===== config.mk =====
export PLATFORM = sky130hd
export DESIGN_NAME = wbuf_ctrl
export DESIGN_NICKNAME = d
export VERILOG_FILES = /design/src/rtl/wbuf_pkg.sv /design/src/rtl/wbuf_table.sv /design/src/rtl/wbuf_seq.sv /design/src/rtl/wbuf_flags.sv /design/src/rtl/wbuf_ctrl.sv
export SDC_FILE = /design/constraint.sdc
export NUM_CORES = 1
export LEC_CHECK = 0
export ABC_AREA = 1
export BUFFER_PORTS_ARGS = -buffer_cell sky130_fd_sc_hd__buf_2
export CORE_ASPECT_RATIO = 2
export CORE_MARGIN = 10
export CORE_UTILIZATION = 40
export CTS_CLUSTER_SIZE = 16
export DETAILED_ROUTE_END_ITERATION = 7
export MAX_ROUTING_LAYER = met4
export PLACE_DENSITY_LB_ADDON = 0.08
export RECOVER_POWER = 50
export SETUP_SLACK_MARGIN = 0.3
export SLEW_MARGIN = 20
export SYNTH_ARGS = -nofsm -noshare
export SYNTH_HDL_FRONTEND = slang
export SYNTH_HIERARCHICAL = 1
export SYNTH_SLANG_ARGS = --single-unit

===== constraint.sdc =====
create_clock -name clk_i -period 3.08 [get_ports clk_i]
set_clock_uncertainty 0.15 [all_clocks]
set_input_delay 0.616 -clock clk_i [delete_from_list [all_inputs] [get_ports clk_i]]
set_output_delay 0.616 -clock clk_i [all_outputs]
set_load 0.005 [all_outputs]

===== src/rtl/wbuf_pkg.sv =====
package wbuf_pkg;

  typedef enum logic [1:0] {
    MODE_WRAP  = 2'b00,
    MODE_SWING = 2'b01,
    MODE_ONCE  = 2'b10,
    MODE_RSVD  = 2'b11
  } seq_mode_e;

  // control A layout: {en, ref_sel, trig_sw, strobe(read 0), low_pwr, ien[2:0]}
  typedef struct packed {
    logic       en;
    logic       ref_sel;
    logic       trig_sw;
    logic       low_pwr;
    logic [2:0] ien;
  } ctl_a_t;

  // control B layout: {dma_en, 2'b0, wm[1:0], mode[1:0], buf_en}
  typedef struct packed {
    logic       dma_en;
    logic [1:0] wm;
    seq_mode_e  mode;
    logic       buf_en;
  } ctl_b_t;

  localparam int FLAG_BOT = 0;
  localparam int FLAG_TOP = 1;
  localparam int FLAG_WM  = 2;
  localparam int NFLAGS   = 3;

endpackage


===== src/rtl/wbuf_table.sv =====
module wbuf_table #(
  parameter int WORDS    = 16,
  parameter int SAMPLE_W = 12,
  localparam int PTR_W   = $clog2(WORDS),
  localparam int HI_W    = SAMPLE_W - 8
) (
  input  logic                clk_i,
  input  logic                rst_ni,
  input  logic                wr_en_i,
  input  logic [PTR_W-1:0]    idx_i,
  input  logic                hi_sel_i,
  input  logic [7:0]          wdata_i,
  input  logic [PTR_W-1:0]    ptr_i,
  input  logic                buf_en_i,
  output logic [7:0]          rbyte_o,
  output logic [SAMPLE_W-1:0] code_o
);

  logic [SAMPLE_W-1:0] mem_q [WORDS];
  logic [SAMPLE_W-1:0] rd_word;

  always_ff @(posedge clk_i or negedge rst_ni) begin
    if (!rst_ni) begin
      for (int i = 0; i < WORDS; i++) mem_q[i] <= '0;
    end else if (wr_en_i) begin
      if (hi_sel_i) mem_q[idx_i][SAMPLE_W-1:8] <= wdata_i[HI_W-1:0];
      else          mem_q[idx_i][7:0]          <= wdata_i;
    end
  end

  always_comb begin
    rd_word = mem_q[idx_i];
    rbyte_o = hi_sel_i ? {{(8-HI_W){1'b0}}, rd_word[SAMPLE_W-1:8]} : rd_word[7:0];
  end

  assign code_o = buf_en_i ? mem_q[ptr_i] : mem_q[0];

endmodule


===== src/rtl/wbuf_seq.sv =====
module wbuf_seq
  import wbuf_pkg::*;
#(
  parameter int PTR_W = 4
) (
  input  logic             clk_i,
  input  logic             rst_ni,
  input  logic             hw_trig_i,
  input  logic             hw_ok_i,
  input  logic             sw_fire_i,
  input  seq_mode_e        mode_i,
  input  logic             load_i,
  input  logic [PTR_W-1:0] load_ptr_i,
  input  logic [PTR_W-1:0] load_lim_i,
  output logic             step_o,
  output logic [PTR_W-1:0] ptr_o,
  output logic [PTR_W-1:0] lim_o
);

  logic             hw_q, hw_qq;
  logic             down_q, down_d;
  logic [PTR_W-1:0] ptr_q, ptr_d, lim_q;

  always_ff @(posedge clk_i or negedge rst_ni) begin
    if (!rst_ni) begin
      hw_q  <= 1'b0;
      hw_qq <= 1'b0;
    end else begin
      hw_q  <= hw_trig_i;
      hw_qq <= hw_q;
    end
  end

  assign step_o = (hw_q & ~hw_qq & hw_ok_i) | sw_fire_i;

  always_comb begin
    ptr_d  = ptr_q;
    down_d = down_q;
    unique case (mode_i)
      MODE_SWING: begin
        if (!down_q) begin
          if (ptr_q >= lim_q) begin
            down_d = 1'b1;
            ptr_d  = (lim_q == '0) ? '0 : lim_q - 1'b1;
          end else begin
            ptr_d = ptr_q + 1'b1;
          end
        end else if (ptr_q == '0) begin
          down_d = 1'b0;
          ptr_d  = (lim_q == '0) ? '0 : PTR_W'(1);
        end else begin
          ptr_d = ptr_q - 1'b1;
        end
      end
      MODE_ONCE: if (ptr_q < lim_q) ptr_d = ptr_q + 1'b1;
      default:   ptr_d = (ptr_q >= lim_q) ? '0 : ptr_q + 1'b1;
    endcase
  end

  always_ff @(posedge clk_i or negedge rst_ni) begin
    if (!rst_ni) begin
      ptr_q  <= '0;
      lim_q  <= '1;
      down_q <= 1'b0;
    end else if (load_i) begin
      ptr_q  <= load_ptr_i;
      lim_q  <= load_lim_i;
      down_q <= 1'b0;
    end else if (step_o) begin
      ptr_q  <= ptr_d;
      down_q <= down_d;
    end
  end

  assign ptr_o = ptr_q;
  assign lim_o = lim_q;

endmodule


===== src/rtl/wbuf_flags.sv =====
module wbuf_flags
  import wbuf_pkg::*;
#(
  parameter int PTR_W = 4
) (
  input  logic              clk_i,
  input  logic              rst_ni,
  input  logic [PTR_W-1:0]  ptr_i,
  input  logic [PTR_W-1:0]  lim_i,
  input  logic [1:0]        wm_i,
  input  logic              clr_wr_i,
  input  logic [NFLAGS-1:0] clr_keep_i,
  input  logic              dma_done_i,
  input  logic              dma_en_i,
  input  logic [NFLAGS-1:0] ien_i,
  output logic [NFLAGS-1:0] flags_o,
  output logic              irq_o,
  output logic              dma_req_o
);

  logic [NFLAGS-1:0] cond, cond_q, flags_q, keep;
  logic [PTR_W:0]    wm_pos;
  logic              pend;

  assign wm_pos = {1'b0, lim_i} - (PTR_W+1)'(wm_i) - 1'b1;

  always_comb begin
    cond           = '0;
    cond[FLAG_BOT] = (ptr_i == lim_i);
    cond[FLAG_TOP] = (ptr_i == '0);
    cond[FLAG_WM]  = !wm_pos[PTR_W] && (ptr_i == wm_pos[PTR_W-1:0]);
  end

  // reset state matches the conditions at reset: pointer 0, limit at maximum
  always_ff @(posedge clk_i or negedge rst_ni) begin
    if (!rst_ni) cond_q <= NFLAGS'(1) << FLAG_TOP;
    else         cond_q <= cond;
  end

  always_comb begin
    keep = flags_q;
    if (clr_wr_i)              keep = keep & clr_keep_i;
    if (dma_done_i && dma_en_i) keep = '0;
  end

  always_ff @(posedge clk_i or negedge rst_ni) begin
    if (!rst_ni) flags_q <= NFLAGS'(1) << FLAG_TOP;
    else         flags_q <= keep | (cond & ~cond_q);
  end

  assign pend      = |(flags_q & ien_i);
  assign irq_o     = pend & ~dma_en_i;
  assign dma_req_o = pend & dma_en_i;
  assign flags_o   = flags_q;

endmodule


===== src/rtl/wbuf_ctrl.sv =====
module wbuf_ctrl
  import wbuf_pkg::*;
#(
  parameter int WORDS    = 16,
  parameter int SAMPLE_W = 12,
  localparam int PTR_W   = $clog2(WORDS),
  localparam int ADDR_W  = $clog2(2*WORDS + 4)
) (
  input  logic                clk_i,
  input  logic                rst_ni,
  input  logic                reg_we_i,
  input  logic [ADDR_W-1:0]   reg_addr_i,
  input  logic [7:0]          reg_wdata_i,
  output logic [7:0]          reg_rdata_o,
  input  logic                hw_trig_i,
  input  logic                dma_done_i,
  output logic [SAMPLE_W-1:0] code_o,
  output logic                irq_o,
  output logic                dma_req_o
);

  localparam logic [ADDR_W-1:0] A_STAT = ADDR_W'(2*WORDS);
  localparam logic [ADDR_W-1:0] A_CA   = ADDR_W'(2*WORDS + 1);
  localparam logic [ADDR_W-1:0] A_CB   = ADDR_W'(2*WORDS + 2);
  localparam logic [ADDR_W-1:0] A_PTR  = ADDR_W'(2*WORDS + 3);

  ctl_a_t            ca_q;
  ctl_b_t            cb_q;
  logic              tbl_hit, wr_stat, wr_ca, wr_cb, c2_load, sw_fire, step;
  logic [PTR_W-1:0]  ptr, lim;
  logic [NFLAGS-1:0] flags;
  logic [7:0]        tbl_byte, ptr_byte;

  assign tbl_hit = reg_addr_i < A_STAT;
  assign wr_stat = reg_we_i && reg_addr_i == A_STAT;
  assign wr_ca   = reg_we_i && reg_addr_i == A_CA;
  assign wr_cb   = reg_we_i && reg_addr_i == A_CB;
  assign c2_load = reg_we_i && reg_addr_i == A_PTR;

  // software advance qualified by the byte being written
  assign sw_fire = wr_ca && reg_wdata_i[7] && reg_wdata_i[5] && reg_wdata_i[4] && cb_q.buf_en;

  always_ff @(posedge clk_i or negedge rst_ni) begin
    if (!rst_ni) begin
      ca_q <= '0;
      cb_q <= '{dma_en: 1'b0, wm: 2'b00, mode: MODE_WRAP, buf_en: 1'b0};
    end else begin
      if (wr_ca) ca_q <= '{en: reg_wdata_i[7], ref_sel: reg_wdata_i[6], trig_sw: reg_wdata_i[5],
                           low_pwr: reg_wdata_i[3], ien: reg_wdata_i[2:0]};
      if (wr_cb) cb_q <= '{dma_en: reg_wdata_i[7], wm: reg_wdata_i[4:3],
                           mode: seq_mode_e'(reg_wdata_i[2:1]), buf_en: reg_wdata_i[0]};
    end
  end

  wbuf_table #(.WORDS(WORDS), .SAMPLE_W(SAMPLE_W)) i_table (
    .clk_i    (clk_i),
    .rst_ni   (rst_ni),
    .wr_en_i  (reg_we_i && tbl_hit),
    .idx_i    (reg_addr_i[PTR_W:1]),
    .hi_sel_i (reg_addr_i[0]),
    .wdata_i  (reg_wdata_i),
    .ptr_i    (ptr),
    .buf_en_i (cb_q.buf_en),
    .rbyte_o  (tbl_byte),
    .code_o   (code_o)
  );

  wbuf_seq #(.PTR_W(PTR_W)) i_seq (
    .clk_i      (clk_i),
    .rst_ni     (rst_ni),
    .hw_trig_i  (hw_trig_i),
    .hw_ok_i    (ca_q.en && !ca_q.trig_sw && cb_q.buf_en),
    .sw_fire_i  (sw_fire),
    .mode_i     (cb_q.mode),
    .load_i     (c2_load),
    .load_ptr_i (reg_wdata_i[4 +: PTR_W]),
    .load_lim_i (reg_wdata_i[0 +: PTR_W]),
    .step_o     (step),
    .ptr_o      (ptr),
    .lim_o      (lim)
  );

  wbuf_flags #(.PTR_W(PTR_W)) i_flags (
    .clk_i      (clk_i),
    .rst_ni     (rst_ni),
    .ptr_i      (ptr),
    .lim_i      (lim),
    .wm_i       (cb_q.wm),
    .clr_wr_i   (wr_stat),
    .clr_keep_i (reg_wdata_i[NFLAGS-1:0]),
    .dma_done_i (dma_done_i),
    .dma_en_i   (cb_q.dma_en),
    .ien_i      (ca_q.ien),
    .flags_o    (flags),
    .irq_o      (irq_o),
    .dma_req_o  (dma_req_o)
  );

  always_comb begin
    ptr_byte              = '0;
    ptr_byte[4 +: PTR_W]  = ptr;
    ptr_byte[0 +: PTR_W]  = lim;
  end

  always_comb begin
    if (tbl_hit) reg_rdata_o = tbl_byte;
    else begin
      unique case (reg_addr_i)
        A_STAT:  reg_rdata_o = {{(8-NFLAGS){1'b0}}, flags};
        A_CA:    reg_rdata_o = {ca_q.en, ca_q.ref_sel, ca_q.trig_sw, 1'b0, ca_q.low_pwr, ca_q.ien};
        A_CB:    reg_rdata_o = {cb_q.dma_en, 2'b00, cb_q.wm, cb_q.mode, cb_q.buf_en};
        A_PTR:   reg_rdata_o = ptr_byte;
        default: reg_rdata_o = '0;
      endcase
    end
  end

endmodule


== Yosys cells after proc, flatten, opt, wreduce, memory -nomap -nowiden ==
Index checks and enable logic that the tools add are counted.

* Register bits after elaboration: 222
* Output and inout bits: 22
* Input port bits: 19
* Word-level logic and storage cells: 124

* Reduce and logical (&&, ||, !) cells: 23
* Order comparisons: 6
* Eq/ne operators: 9
* $add $sub $neg: 5
* Muxes and demuxes: 35
* Bitwise logic cells: 14

{| class="wikitable"
|+ Operators by type and width
! kind !! number
|-
| bitwise mux 192 bit || 2
|-
| two-way mux 192 bit || 1
|-
| binary-select mux 12 bit (select 4 bit) || 2
|-
| demux 12 bit (select 4 bit) || 2
|-
| two-way mux 12 bit || 6
|-
| two-way mux 4 bit || 8
|-
| case mux 8 bit (4 select lines) || 1
|-
| == test 6 bit (second input constant) || 4
|-
| two-way mux 8 bit || 3
|-
| logical AND 1 bit || 14
|-
| >= comparator 5 bit (second input constant) || 2
|-
| inverter 4 -> 5 bit || 2
|-
| bitwise AND 3 bit || 3
|-
| == test 4 bit || 2
|-
| logical NOT 4 bit || 2
|-
| case mux 4 bit (2 select lines) || 1
|-
| subtractor 4 x 1 -> 4 bit (second input constant) || 2
|-
| two-way mux 1 bit || 7
|-
| less-than comparator 6 bit (second input constant) || 1
|-
| two-way mux 3 bit || 2
|-
| less-than comparator 5 x 1 -> 1 bit (second input constant) || 1
|-
| subtractor 4 x 2 -> 5 bit || 1
|-
| subtractor 5 x 1 -> 5 bit (second input constant) || 1
|-
| adder 4 x 1 -> 4 bit (second input constant) || 1
|-
| 14 further kinds || 21
|}

== Logic depth before layout (Yosys ltp) ==
* Depth after elaboration: 9
* Mapped depth: 16

== Hierarchy ==
The synthesis kept the hierarchy.

{| class="wikitable"
|+ By module, submodules not included
! module !! cells each !! times used !! sequential area each (um^2) !! area an instance (um^2)
|-
| wbuf_table || 1631 || 1 || 4804.6 || 10938.0
|-
| wbuf_seq || 159 || 1 || 280.3 || 1107.3
|-
| wbuf_ctrl || 132 || 1 || 325.3 || 942.2
|-
| wbuf_flags || 72 || 1 || 152.6 || 496.7
|}

== Worst setup path before layout ==
Ideal clock, no wire load.

* Path kind: input-to-output
* Start point: input port reg_addr_i[1]
* End point: output port reg_rdata_o[3]
* Arrival: 1.762 ns
* Path slack: 0.552 ns
* Path buffers: 3
* Stages on the path: 12
* Cell sequence: buf_4 -> buf_4 -> buf_2 -> nand3_1 -> nand4_1 -> nand2_1 -> nand2_1 -> nor2_1 -> nor2_1 -> nand2_1 -> a21boi_0 -> nand2_1

* Word-level cells in the longest chain between the ends: 6

{| class="wikitable"
|+ Ends and longest elaborated chain
! what !! RTL line !! text
|-
| start, declared || wbuf_ctrl.sv:12 || <nowiki>input logic [ADDR_W-1:0] reg_addr_i,</nowiki>
|-
| inverter 4 -> 5 bit (not written as such) || wbuf_table.sv:32 || <nowiki>rd_word = mem_q[idx_i];</nowiki>
|-
| binary-select mux 12 bit (select 4 bit) || wbuf_table.sv:32 ||
|-
| two-way mux 12 bit (not written as such) (2 in series) || wbuf_table.sv:32 ||
|-
| two-way mux 8 bit || wbuf_table.sv:33 || <nowiki>rbyte_o = hi_sel_i ? {{(8-HI_W){1'b0}}, rd_word[SAMPLE_W-1:8]} : rd_word[7:0];</nowiki>
|-
| net tbl_byte[3] || wbuf_ctrl.sv:32 || <nowiki>logic [7:0] tbl_byte, ptr_byte;</nowiki>
|-
| two-way mux 8 bit || wbuf_ctrl.sv:106 || <nowiki>if (tbl_hit) reg_rdata_o = tbl_byte;</nowiki>
|-
| end, declared || wbuf_ctrl.sv:14 || <nowiki>output logic [7:0] reg_rdata_o,</nowiki>
|}

The timed path passes the listed nets, and every way through them passes these cells. The select of a mux whose other input is x is not followed.

== Final worst setup path ==
* Start point: register i_seq.ptr_q[0], in the netlist i_seq/ptr_o[0]
* End point: output port code_o[9]

* Word-level cells in the longest chain between the ends: 5

{| class="wikitable"
|+ Ends and longest elaborated chain
! what !! RTL line !! text
|-
| start, declared || wbuf_seq.sv:22 || <nowiki>logic [PTR_W-1:0] ptr_q, ptr_d, lim_q;</nowiki>
|-
| start signal, assigned || wbuf_seq.sv:66 || <nowiki>ptr_q <= load_ptr_i;</nowiki>
|-
| start signal, assigned || wbuf_seq.sv:70 || <nowiki>ptr_q <= ptr_d;</nowiki>
|-
| inverter 4 -> 5 bit (not written as such) || wbuf_table.sv:36 || <nowiki>assign code_o = buf_en_i ? mem_q[ptr_i] : mem_q[0];</nowiki>
|-
| binary-select mux 12 bit (select 4 bit) || wbuf_table.sv:36 ||
|-
| two-way mux 12 bit (not written as such) (2 in series) || wbuf_table.sv:36 ||
|-
| two-way mux 12 bit || wbuf_table.sv:36 ||
|-
| end, declared || wbuf_ctrl.sv:17 || <nowiki>output logic [SAMPLE_W-1:0] code_o,</nowiki>
|}

Every way passes these cells. The select of a mux whose other input is x is not followed.

==> metrics.txt <==
kind of critical path=register to output pin; global-route wire length before repair=between 80 and 90 mm; Ports=41; Vert. Die Dim=between 200 and 300 µm; register area share after synthesis=0.413; cell mode on critical path=nand2_1; DR pass1 iterations=6; largest area contributor in the netlist=dfrtp_1; post-route setup slack=about 38 ps; max-slew violations=68; Post-DP Area=roughly 0.014 mm²; clk slew on worst S/H paths=60 ps; number of port buffers=40; ys async rst share=1.00; wirelength, routed=roughly 54 mm; site row count=95; Final ANT Viol Nets=0; Yosys Warn Count=6; post-DP HPWL=36.1 mm; outcome=complete, but fails checks; area share of the largest cell type after synthesis=0.401; syn_nets=approximately 2000; vias in the first global route=between 10000 and 15000; Core Area=between 0.03 and 0.04 mm²; vias=about 14000; Arrival @ worst endpoint=about 2300 ps; leakage=roughly 8 nW; setup TNS=0 ps; Reg area=about 0.0056 mm²; final count of hold timing violations=0; post-synth cell types=45; Period minus WS final=approximately 3000 ps; nets=2069; most common cell in the netlist=nand2_1; HP Class=input pin to register; max incr delay on CP=570 ps; VDD IR max=0.000528 V; startpoint types=register; CP max stage cell=dfrtp_4; critical path capture point type=output pin; Initial Util=0.404; CP max FO=11; Initial DRC Count=between 1000 and 1500; Die X=150 µm; pre-CTS setup slack=-21.1 ps; Longest Clk Path Bufs=3; CTS Root Buffer Type=clkbuf_16; critical path required time=around 2300 ps; FF-to-FF setup slack=590 ps; # DRC=0; pin slew with the least headroom to its limit=roughly 1900 ps; CTS tree=yes; cell area power density=755 mW/mm²; synth top area cells=dfrtp_1, nand2_1, nand3_1; multi-input logic area=roughly 0.0076 mm²; htree depth=1; mapped cell area=about 0.013 mm²; unrepaired setup endpoints after global routing=true; failing checks=max-capacitance violations, max-slew violations; top cells by count, synth=nand2_1, nand3_1, dfrtp_1; Yosys reg bits=approximately 220; later-pin clock latency in the skew report=550 ps; gpl congestion=approximately 0.95; Post-Synthesis Cells=around 2000; Vias/cell=~5.5; total gr overflow=0; Peak Freq=between 300 and 400 MHz; Die ar.=0.0419 mm²; # clock sinks=between 200 and 250; syn avg cell area=slightly below 7 µm²; antenna diode count=0; Top FF cell, synth=dfrtp_1; CTS Buf Count=23; largest net degree at the start of global routing=69; synthesis-to-layout area growth=20.8%; number of flops mapped to enable cells by yosys=0; fillcell total=approximately 3400; share of cells above drive strength 1=0.173; crit share post-route=0.988; final setup fails=0; Rel. slew slack=-0.280; All-Layer GR Usage=0.264; Max-cap violations=1; antenna violations before repair=0; crit path cell chain=buf_4 -> clkbuf_16 -> nand2_1 -> nand3_1 -> nand3_1 -> nand2_1 -> nand2_4 -> nand2_1 -> nand2_1 -> nand2_1 -> buf_2; routed wire length per instance=21.9 µm; post-route cell area=~0.016 mm²
cell type report:
type / count / area share
clock buffers: 34 / 0.0422
clock inverters: 7 / 0.00545
inverters: 80 / 0.0209
multi-input cells: 1578 / 0.464
flip-flops and latches: 222 / 0.342
well taps: 436 / 0.0335
repair buffers: 131 / 0.0919
critical path: cells and delay by family (launching register included):
| family | cells | cell delay, ps |
|---|---|---|
| flip-flops | 1 | 570 |
| AND/OR/NAND/NOR | 8 | 650 |
| buffers and inverters | 3 | 510 |
registers in the layout, indices dropped and copies added, names as in the netlist:
register / cells
ca_q: 7
i_seq/down_q: 1
i_flags/flags_o: 3
i_seq/hw_qq: 1
i_flags/cond_q: 3
i_seq/ptr_o: 4
cb_q: 6
i_table/mem_q: 192
i_seq/hw_q: 1
i_seq/lim_o: 4
cells in the final DEF, fill, tap and decap left out, types with 6 or more instances in the layout:
cell,netlist,final
clkbuf_16,0,28
o21ai_0,106,111
dfstp_2,6,6
a21oi_1,7,7
buf_4,14,44
inv_1,60,58
nand2_4,5,17
buf_2,53,32
nand4_1,34,34
dfrtp_1,216,213
nand3_1,250,202
buf_12,0,19
nand2_1,954,889
nand2_2,5,58
nand3_2,2,47
inv_2,16,15
nor2_2,12,19
nor2_1,49,40
clkbuf_8,0,7
buf_6,0,17
o21ai_1,105,101
buf_16,0,8
ha_1,13,13
where the power goes:
group	leakage (nW)	internal [mW]	switching [mW]	total, mW
Clock	0.387	1.71	1.28	2.99
Sequential	2.94	3.36	0.498	3.86
Combinational	4.71	2.04	3.42	5.46
Total	8.03	7.10	5.20	12.3
through the flow:
step / hold slack (ps) / power [mW] / util / std cells
floorplan: 170 / 6.42 / - / 1994
finish: 32.6 / 12.3 / 0.488 / 2488
global route: 27.2 / 12.9 / 0.488 / 2488
detailed placement: 214 / 8.06 / 0.430 / 2415
global placement: 211 / 8.01 / 0.430 / 2415
CTS: 13.6 / 11.7 / 0.473 / 2474
routing by layer:
metal	global-route usage	part of all wire	up-vias
met4	0.189	0.075	0
met3	0.0254	0.043	167
met5	-	0	-
met2	0.450	0.52	520
met1	0.278	0.36	6579
li1	-	-	6524
kinds of logic (layout without fill, tap and decap cells):
family                     after synthesis  count (layout)  share of synthesized area
adders and majority gates               14              14                     0.0135
xor gates and xnor gates                 8               8                    0.00520
AOI/OAI and AO/OA                      229             229                     0.0879
buffers and inverters                  194             252                     0.0643
and+or+nand+nor                       1327            1327                      0.417
DFF                                    222             222                      0.413
path summary, 6_finish.rpt:
kind | from | end | cells past startpoint
worst max-delay path | i_seq/ptr_o[0] | code_o[9] | 11
worst min-delay path | hw_trig_i | i_seq/hw_q | 1
worst max register to register | i_seq/ptr_o[3] | i_seq/ptr_o[2] | 12
worst min register to register | i_seq/hw_q | i_seq/hw_qq | 0
max in group asynchronous | rst_ni | i_table/mem_q[94] | 3
min in group asynchronous | rst_ni | i_table/mem_q[60] | 2
what timing repair did:
item | 4_1_cts | 5_1_grt
endpoints found under the hold margin | 62 | 0
hold buffers | 1 | 0
setup endpoints to repair | 20 | 20
pin swaps | 40 | 48
gates resized for setup | 106 | 80
gates cloned | 8 | 7
setup buffers | 9 | 7
(Power assumes the default switching activity.)
